**config.mk**
```make
export PLATFORM = sky130hd
export DESIGN_NAME = dma_chain_seq
export DESIGN_NICKNAME = d
export VERILOG_FILES = /design/src/rtl/dcl_pkg.sv /design/src/rtl/dcl_host_if.sv /design/src/rtl/dcl_tcb_regs.sv /design/src/rtl/dcl_seq_fsm.sv /design/src/rtl/dma_chain_seq.sv
export SDC_FILE = /design/constraint.sdc
export NUM_CORES = 1
export LEC_CHECK = 0
export ABC_AREA = 0
export BUFFER_PORTS_ARGS = -buffer_cell sky130_fd_sc_hd__buf_2
export CAP_MARGIN = 20
export CORE_MARGIN = 10
export CORE_UTILIZATION = 50
export CTS_CLUSTER_DIAMETER = 100
export CTS_CLUSTER_SIZE = 40
export DETAILED_ROUTE_END_ITERATION = 7
export PLACE_DENSITY = 0.81
export REMOVE_ABC_BUFFERS = 1
export SYNTH_ARGS = -nofsm -noshare
export SYNTH_HDL_FRONTEND = slang
export SYNTH_SLANG_ARGS = --single-unit
```
**constraint.sdc**
```tcl
create_clock -name clk -period 4.2 [get_ports clk]
set_clock_uncertainty 0.05 [all_clocks]
set_input_delay 1.05 -clock clk [delete_from_list [all_inputs] [get_ports clk]]
set_output_delay 1.05 -clock clk [all_outputs]
set_load 0.02 [all_outputs]
```
**src/rtl/dcl_pkg.sv**
```systemverilog
package dcl_pkg;

    typedef enum logic [2:0] {
        ST_IDLE,
        ST_RD_IDX,
        ST_RD_MOD,
        ST_RD_CNT,
        ST_RD_LNK,
        ST_LNK_WAIT,
        ST_RUN,
        ST_DONE
    } dcl_state_t;

endpackage

```
**src/rtl/dcl_host_if.sv**
```systemverilog
module dcl_host_if #(
    parameter int DATA_W  = 32,
    parameter int ADDR_W  = 19,
    parameter int IRQ_POS = 19
) (
    input  logic              clk,
    input  logic              rst_n,
    input  logic              host_wr,
    input  logic              host_sel,
    input  logic [DATA_W-1:0] host_wdata,
    input  logic              busy,
    input  logic              take_pend,
    output logic              chain_en,
    output logic              start,
    output logic [ADDR_W:0]   start_ptr,
    output logic              pend_valid,
    output logic [ADDR_W:0]   pend_ptr
);

    logic ptr_wr;
    logic ctl_wr;
    logic unused_wdata;

    assign ptr_wr       = host_wr & host_sel;
    assign ctl_wr       = host_wr & ~host_sel;
    assign start_ptr    = {host_wdata[IRQ_POS], host_wdata[ADDR_W-1:0]};
    assign start        = ptr_wr & ~busy & chain_en & (|start_ptr[ADDR_W-1:0]);
    assign unused_wdata = ^host_wdata;

    always_ff @(posedge clk or negedge rst_n) begin
        if (!rst_n) begin
            chain_en <= 1'b0;
        end else if (ctl_wr) begin
            chain_en <= host_wdata[0];
        end
    end

    always_ff @(posedge clk or negedge rst_n) begin
        if (!rst_n) begin
            pend_valid <= 1'b0;
            pend_ptr   <= '0;
        end else begin
            if (take_pend || start) begin
                pend_valid <= 1'b0;
            end
            if (ptr_wr && busy) begin
                pend_valid <= 1'b1;
                pend_ptr   <= start_ptr;
            end
        end
    end

endmodule

```
**src/rtl/dcl_tcb_regs.sv**
```systemverilog
module dcl_tcb_regs #(
    parameter int DATA_W  = 32,
    parameter int ADDR_W  = 19,
    parameter int CNT_W   = 16,
    parameter int IRQ_POS = 19
) (
    input  logic              clk,
    input  logic              rst_n,
    input  logic              ld_idx,
    input  logic              ld_mod,
    input  logic              ld_cnt,
    input  logic              ld_lnk,
    input  logic              step,
    input  logic [DATA_W-1:0] rd_data,
    output logic [ADDR_W-1:0] index,
    output logic [CNT_W-1:0]  count,
    output logic [ADDR_W:0]   link,
    output logic              cnt_zero,
    output logic              cnt_last
);

    logic [ADDR_W-1:0] modifier;
    logic              unused_rd;

    assign cnt_zero  = (count == '0);
    assign cnt_last  = (count == CNT_W'(1));
    assign unused_rd = ^rd_data;

    always_ff @(posedge clk or negedge rst_n) begin
        if (!rst_n) begin
            index <= '0;
        end else if (ld_idx) begin
            index <= rd_data[ADDR_W-1:0];
        end else if (step) begin
            index <= index + modifier;
        end
    end

    always_ff @(posedge clk or negedge rst_n) begin
        if (!rst_n) begin
            modifier <= '0;
        end else if (ld_mod) begin
            modifier <= rd_data[ADDR_W-1:0];
        end
    end

    always_ff @(posedge clk or negedge rst_n) begin
        if (!rst_n) begin
            count <= '0;
        end else if (ld_cnt) begin
            count <= rd_data[CNT_W-1:0];
        end else if (step) begin
            count <= count - CNT_W'(1);
        end
    end

    always_ff @(posedge clk or negedge rst_n) begin
        if (!rst_n) begin
            link <= '0;
        end else if (ld_lnk) begin
            link <= {rd_data[IRQ_POS], rd_data[ADDR_W-1:0]};
        end
    end

endmodule

```
**src/rtl/dcl_seq_fsm.sv**
```systemverilog
module dcl_seq_fsm
    import dcl_pkg::*;
#(
    parameter int ADDR_W = 19
) (
    input  logic              clk,
    input  logic              rst_n,
    input  logic              start,
    input  logic [ADDR_W:0]   start_ptr,
    input  logic              chain_en,
    input  logic              pend_valid,
    input  logic [ADDR_W:0]   pend_ptr,
    input  logic [ADDR_W:0]   link,
    input  logic              cnt_zero,
    input  logic              cnt_last,
    input  logic              xfer_strobe,
    output logic              mem_rd_en,
    output logic [ADDR_W-1:0] mem_rd_addr,
    output logic              ld_idx,
    output logic              ld_mod,
    output logic              ld_cnt,
    output logic              ld_lnk,
    output logic              step,
    output logic              take_pend,
    output logic              done_irq,
    output logic              busy,
    output logic              xfer_ready
);

    dcl_state_t        state, state_nx;
    logic [ADDR_W:0]   fetch_ptr;
    logic [ADDR_W:0]   next_ptr;
    logic              follow;
    logic [ADDR_W-1:0] rd_ofs;

    assign next_ptr = pend_valid ? pend_ptr : link;
    assign follow   = chain_en && (|next_ptr[ADDR_W-1:0]);

    always_comb begin
        state_nx = state;
        unique case (state)
            ST_IDLE:     if (start) state_nx = ST_RD_IDX;
            ST_RD_IDX:   state_nx = ST_RD_MOD;
            ST_RD_MOD:   state_nx = ST_RD_CNT;
            ST_RD_CNT:   state_nx = ST_RD_LNK;
            ST_RD_LNK:   state_nx = ST_LNK_WAIT;
            ST_LNK_WAIT: state_nx = cnt_zero ? ST_DONE : ST_RUN;
            ST_RUN:      if (xfer_strobe && cnt_last) state_nx = ST_DONE;
            ST_DONE:     state_nx = follow ? ST_RD_IDX : ST_IDLE;
            default:     state_nx = ST_IDLE;
        endcase
    end

    always_ff @(posedge clk or negedge rst_n) begin
        if (!rst_n) begin
            state     <= ST_IDLE;
            fetch_ptr <= '0;
        end else begin
            state <= state_nx;
            if (state == ST_IDLE && start) begin
                fetch_ptr <= start_ptr;
            end else if (state == ST_DONE) begin
                fetch_ptr <= next_ptr;
            end
        end
    end

    always_comb begin
        mem_rd_en  = 1'b0;
        rd_ofs     = '0;
        ld_idx     = 1'b0;
        ld_mod     = 1'b0;
        ld_cnt     = 1'b0;
        ld_lnk     = 1'b0;
        step       = 1'b0;
        take_pend  = 1'b0;
        done_irq   = 1'b0;
        busy       = 1'b1;
        xfer_ready = 1'b0;
        unique case (state)
            ST_IDLE: busy = 1'b0;
            ST_RD_IDX: begin
                mem_rd_en = 1'b1;
                rd_ofs    = ADDR_W'(0);
            end
            ST_RD_MOD: begin
                mem_rd_en = 1'b1;
                rd_ofs    = ADDR_W'(1);
                ld_idx    = 1'b1;
            end
            ST_RD_CNT: begin
                mem_rd_en = 1'b1;
                rd_ofs    = ADDR_W'(2);
                ld_mod    = 1'b1;
            end
            ST_RD_LNK: begin
                mem_rd_en = 1'b1;
                rd_ofs    = ADDR_W'(3);
                ld_cnt    = 1'b1;
            end
            ST_LNK_WAIT: ld_lnk = 1'b1;
            ST_RUN: begin
                xfer_ready = 1'b1;
                step       = xfer_strobe;
            end
            ST_DONE: begin
                take_pend = 1'b1;
                done_irq  = fetch_ptr[ADDR_W];
            end
            default: busy = 1'b0;
        endcase
    end

    assign mem_rd_addr = fetch_ptr[ADDR_W-1:0] - rd_ofs;

endmodule

```
**src/rtl/dma_chain_seq.sv**
```systemverilog
module dma_chain_seq #(
    parameter int DATA_W  = 32,
    parameter int ADDR_W  = 19,
    parameter int CNT_W   = 16,
    parameter int IRQ_POS = 19
) (
    input  logic              clk,
    input  logic              rst_n,
    input  logic              host_wr,
    input  logic              host_sel,
    input  logic [DATA_W-1:0] host_wdata,
    output logic              mem_rd_en,
    output logic [ADDR_W-1:0] mem_rd_addr,
    input  logic [DATA_W-1:0] mem_rd_data,
    input  logic              xfer_strobe,
    output logic              xfer_ready,
    output logic [ADDR_W-1:0] cur_index,
    output logic [CNT_W-1:0]  cur_count,
    output logic              done_irq,
    output logic              idle
);

    localparam int PTR_W = ADDR_W + 1;

    logic             busy, take_pend, chain_en, start, pend_valid;
    logic [PTR_W-1:0] start_ptr, pend_ptr, link;
    logic             ld_idx, ld_mod, ld_cnt, ld_lnk, step;
    logic             cnt_zero, cnt_last;

    dcl_host_if #(.DATA_W(DATA_W), .ADDR_W(ADDR_W), .IRQ_POS(IRQ_POS)) u_host (
        .clk(clk), .rst_n(rst_n), .host_wr(host_wr), .host_sel(host_sel),
        .host_wdata(host_wdata), .busy(busy), .take_pend(take_pend),
        .chain_en(chain_en), .start(start), .start_ptr(start_ptr),
        .pend_valid(pend_valid), .pend_ptr(pend_ptr)
    );

    dcl_tcb_regs #(.DATA_W(DATA_W), .ADDR_W(ADDR_W), .CNT_W(CNT_W), .IRQ_POS(IRQ_POS)) u_regs (
        .clk(clk), .rst_n(rst_n), .ld_idx(ld_idx), .ld_mod(ld_mod),
        .ld_cnt(ld_cnt), .ld_lnk(ld_lnk), .step(step), .rd_data(mem_rd_data),
        .index(cur_index), .count(cur_count), .link(link),
        .cnt_zero(cnt_zero), .cnt_last(cnt_last)
    );

    dcl_seq_fsm #(.ADDR_W(ADDR_W)) u_fsm (
        .clk(clk), .rst_n(rst_n), .start(start), .start_ptr(start_ptr),
        .chain_en(chain_en), .pend_valid(pend_valid), .pend_ptr(pend_ptr),
        .link(link), .cnt_zero(cnt_zero), .cnt_last(cnt_last),
        .xfer_strobe(xfer_strobe), .mem_rd_en(mem_rd_en),
        .mem_rd_addr(mem_rd_addr), .ld_idx(ld_idx), .ld_mod(ld_mod),
        .ld_cnt(ld_cnt), .ld_lnk(ld_lnk), .step(step), .take_pend(take_pend),
        .done_irq(done_irq), .busy(busy), .xfer_ready(xfer_ready)
    );

    assign idle = ~busy;

endmodule

```
; After elaboration in Yosys (flattened, before gate mapping)
; Cells that the tools add are included.
[word_totals]
inputBits = 69
wordCells = 68
register_bits = 119
out_inout_bits = 58
[classes]
eq_ne = 10
muxes = 25
bitwise = 6
n_addsub = 3
reduce_logical = 15
[ops]
columns = cell, count
row1 = two-way mux 20 bit, 3
row2 = two-way mux 19 bit, 2
row3 = OR reduction 19 bit, 2
row4 = two-way mux 16 bit, 2
row5 = case mux 3 bit (8 select lines), 1
row6 = adder 19 bit, 1
row7 = subtractor 19 x 2 -> 19 bit, 1
row8 = == test 16 x 1 -> 1 bit (second input constant), 1
row9 = zero test 16 bit, 1
row10 = subtractor 16 x 1 -> 16 bit (second input constant), 1
row11 = two-way mux 1 bit, 14
row12 = == test 3 bit (second input constant), 4
row13 = nonzero test 2 bit, 4
row14 = == test 3 x 2 -> 1 bit (second input constant), 2
row15 = two-way mux 3 bit, 2
row16 = case mux 2 bit (3 select lines), 1
row17 = bitwise AND 1 bit, 5
row18 = logical AND 1 bit, 4
row19 = inequality test 2 x 1 -> 1 bit (second input constant), 2
row20 = OR reduction 4 bit, 1
row21 = == test 3 x 1 -> 1 bit (second input constant), 1
row22 = zero test 3 bit, 1
row23 = AND reduction 2 bit, 1
row24 = logical OR 1 bit, 1
row25 = inverter 1 bit, 1

; Logic depth before layout (Yosys ltp)
[logic_depth]
word_depth = 7
mapped_depth = 13
depth_no_buf = 11

; Hierarchy
; A second synthesis with hierarchy kept.
[unflattened]
cells_unflattened = 655
hier_area_um2 = 6891.6
[modules_own_cells]
columns = module, area_per_inst_um2, cells_per_inst, n_inst, seq_area_each_um2
row1 = dcl_tcb_regs, 4031.4, 380, 1, 1851.8
row2 = dcl_seq_fsm, 1731.7, 193, 1, 575.6
row3 = dcl_host_if, 1124.8, 81, 1, 550.5
row4 = dma_chain_seq, 3.8, 1, 1, 0.0

; Worst setup path after synthesis
; OpenSTA, ideal clock, no wires.
[synth_timing]
kind = reg2out
startpoint = reg u_fsm.state[1]
endpoint = out mem_rd_addr[16]
arrival_time_ns = 3.203
slack_ns = -0.103
path_stages_with_launch = 13
path_cell_list = dfrtp_1 -> clkbuf_1 -> nor3b_1 -> clkbuf_1 -> or2_2 -> ha_1 -> fa_1 -> nand2_1 -> or2_2 -> or3_2 -> nor2_1 -> nand2_1 -> xnor2_1
[synth_between]
elab_chain_len = 3
word_cells_on_any_way = 5
classes_between = add/sub (1) / eq/ne (3) / mux (1)
[synth_lines]
columns = item, line_no
row1 = "start, declared", dcl_seq_fsm.sv:30  ; dcl_state_t state, state_nx;
row2 = "start signal, assigned", dcl_seq_fsm.sv:59  ; state <= state_nx;
row3 = == test 3 bit or == test 3 x 2 -> 1 bit (tied branches), dcl_seq_fsm.sv:80  ; unique case (state)
row4 = case mux 2 bit (3 select lines) *, dcl_seq_fsm.sv:80
row5 = subtractor 19 x 2 -> 19 bit *, dcl_seq_fsm.sv:114  ; assign mem_rd_addr = fetch_ptr[ADDR_W-1:0] - rd_ofs;
row6 = "end, declared", dma_chain_seq.sv:13  ; output logic [ADDR_W-1:0] mem_rd_addr,
; Every way passes the cells marked *; elsewhere a longest branch is shown, timed or not.

; Worst setup path after layout
; Same ends and word-level chain as after synthesis.

==> qor.yml <==
logic_synthesis:
  synth_enable_flop_cells: 0
  post-synth-top-count-cell: "sky130_fd_sc_hd__dfrtp_1"
  synthesis.instances: 612
  total_of_warnings_raised_by_yosys: 0
  synth_commonest_cells: "sky130_fd_sc_hd__dfrtp_1 (119), sky130_fd_sc_hd__mux2_2 (60), sky130_fd_sc_hd__nand2_1 (55)"
  asyncSetResetFlopFracSynth_pct: 100
  synth.top_cell.area_share_pct: 46.1
  seq_area_frac_synth_pct: 46.1
  synthesis.area_per_instance_sq_um: 10.6
  ranking_of_synthesized_cells_by_area: "sky130_fd_sc_hd__dfrtp_1 (46%), sky130_fd_sc_hd__mux2_2 (10%), sky130_fd_sc_hd__ha_1 (4.3%), sky130_fd_sc_hd__a221o_1 (3.3%), sky130_fd_sc_hd__nand2_1 (3.2%)"
  synth.ff_latch_count: 119
  synth_top_flop_cell: "sky130_fd_sc_hd__dfrtp_1"
  synth.cell_area_sq_um: 6460
  yosysTopAreaCell: "sky130_fd_sc_hd__dfrtp_1"
  synthDistinctLibCells: 57
route:
  dr.first_iter.drc_count: 516
  avgViaCountPerCell: 6.00
  route.antenna.remaining_nets: 0
  drt_pre_antenna_iters: 5
  wire_per_inst_um: 20.4
  total_drc_errors_in_the_routed_layout: 0
  totalWireLength_um: 18800
  via_count: 5508
timing:
  maxClockFrequency_mhz: 243
  max_slew_margin_pct: 27.1
  slew_viol_final: 0
  period_minus_slack_ns: 4.12
  hold_ws_ns: 0.460
  min_period_over_period_pct: 98.1
  final_critical_path_setup_slack_ns: 0.0797
  final_hold_vios: 0
  final-setup-viol-count: 0
  grt_setup_unrepaired: "true"
  tightest_slew_ns: 1.09
worst_setup_path:
  timing.critical_path.arrival_ns: 3.02
  path_max_fanout: 6
  end_kind: "output pin"
  critPathKind: "reg2out"
  critical_path.startpoint_type: "register"
  data_required_time_of_the_critical_path_ns: 3.10
final_layout:
  drive_gt1_share_pct: 33.2
  area_delta_synth_final_pct: 25.3
  n_antenna_cell: 0
  nNetsFinal: 827
  layout.filler_cells: 969
  regArea_sq_um: 2980
  finalInstanceArea_sq_um: 8100
  multiInputGateArea_sq_um: 3430
  layout_utilization_pct: 64.2
clock_tree:
  cts_buffers: 17
  worst_setup_hold_path_clk_slew_ns: 0.06
  clock-root-buffer: "sky130_fd_sc_hd__clkbuf_16"
  cts.sinks: 119
  cts.path.max_buffers: 2
  htree_num_levels: 4
  cts_tree: "yes"
  worstSkewPairLatency_ns: 0.42
hold_path:
  worst_hold_path_type: "reg2reg"
die:
  die-width_um: 134
  initial_utilization_pct: 51.2
  floorplan.die_area_sq_um: 17900
  num_rows: 41
  placeableCoreArea_sq_um: 12600
  ioPinCount: 127
  dieHeight_um: 134
place:
  pre_cts_slack_ns: 0.0106
  io_buffers: 102
  place.gp.congestion: 0.869
  post_place_instance_area_sq_um: 7190
  place.detailed.hpwl_um: 13300
job:
  number_of_violations_of_the_max_capacitance_limit: 0
power_and_ir_drop:
  total_power_mw: 8.07
  peakVddDrop_mv: 0.580
  power_density_nw_per_um2: 997
  total_leakage_power_nw: 3.80
grt:
  grt_max_degree: 77
  via_count_of_the_first_global_routing_pass: 5796
  initial_antenna_violation_count: 0
  globalRouteOverflowTotal: 0
  aggregate_global_route_resource_usage_pct: 21.0
  grt_first_pass_wirelength_um: 30100
run_status:
  status: "completed"
## cells by family after synthesis
group	after synthesis	synth area share, %
xor gates and xnor gates	32	4.55
DFF	119	46.1
adders and majority gates	24	4.88
AOI/OAI and AO/OA	130	14.1
and+or+nand+nor	188	14.5
muxes	80	13.6
buffers and inverters	39	2.36
## report_power, final
| group | switching (mW) | total (mW) | internal [mW] |
|---|---|---|---|
| clock | 0.523 | 1.69 | 1.16 |
| combinational | 2.25 | 4.10 | 1.85 |
| sequential | 0.575 | 2.29 | 1.71 |
| total | 3.35 | 8.07 | 4.72 |
## sequential cells by signal, summed over array words and instances, names as in the netlist, 3 cells and up
| register | cells |
|---|---|
| u_regs.count | 16 |
| u_regs.index | 19 |
| u_regs.link | 20 |
| u_fsm.state | 3 |
| u_fsm.fetch_ptr | 20 |
| u_host.pend_ptr | 20 |
| u_regs.modifier | 19 |
## repair_timing
action	CTS	global route
hold buffers	0	0
setup buffers	13	4
gates resized for setup	19	10
endpoints found under the hold margin	0	0
endpoints found under the setup margin	8	7
pin swaps	4	5
gates cloned	0	1
## final cells by class
cell class	instances	area share (%)
sequential	119	36.8
inverter	11	0.541
tap	172	2.66
timing repair buffer	131	9.29
clock inverter	14	3.15
clock buffer	17	5.25
multi-input combinational	454	42.3
## critical path, cell delays in order, from the launching register on
cell,delay (ns)
sky130_fd_sc_hd__dfrtp_2,0.47
sky130_fd_sc_hd__nor2_4,0.15
sky130_fd_sc_hd__and2_4,0.15
sky130_fd_sc_hd__or2_4,0.12
sky130_fd_sc_hd__ha_4,0.14
sky130_fd_sc_hd__fa_2,0.22
sky130_fd_sc_hd__nand2_1,0.07
sky130_fd_sc_hd__or2_2,0.32
sky130_fd_sc_hd__or3_4,0.38
sky130_fd_sc_hd__nor2_4,0.14
sky130_fd_sc_hd__nand2_1,0.07
sky130_fd_sc_hd__xnor2_1,0.19
sky130_fd_sc_hd__buf_4,0.17
## layer usage
layer / wire length (um) / track usage [%] / part of all wire, % / up-vias
met5: 0 / 0 / 0 / -
met4: 534 / 8.34 / 2.8 / 0
met3: 1360 / 6.69 / 7.3 / 45
met2: 9090 / 35.2 / 48 / 221
met1: 7760 / 24.5 / 41 / 2729
li1: - / - / - / 2513
## worst paths after layout
path	cells past startpoint	end	slack (ns)	startpoint
max in group asynchronous	2	u_host.pend_ptr[12]	2.62	rst_n
min in group asynchronous	1	u_fsm.fetch_ptr[19]	0.73	rst_n
max reg2reg	9	u_regs.index[12]	1.31	u_regs.index[0]
max	12	mem_rd_addr[16]	0.08	u_fsm.state[1]
min reg2reg	1	u_regs.modifier[13]	0.46	u_regs.modifier[13]
min	1	u_regs.modifier[13]	0.46	u_regs.modifier[13]
## stage by stage
| step | TNS, ns | instances |
|---|---|---|
| 2_1_floorplan | -6.13 | 584 |
| 3_3_place_gp | 0 | 870 |
| 3_5_place_dp | 0 | 870 |
| 4_1_cts | -0.0220 | 914 |
| 5_1_grt | -0.0961 | 918 |
| 6_report | 0 | 918 |
## placed cells by master, fill, tap and decap left out, drive strengths merged, types with 17 or more instances in the layout
cell and count:
dfrtp 119, mux2i 20, xor2 19, a221o 22, buf 131, ha 22, nand2 55, nor2 53
a22oi 19, a21oi 20, clkbuf 17, o21ai 37, mux2 60
(Power assumes the default switching activity.)
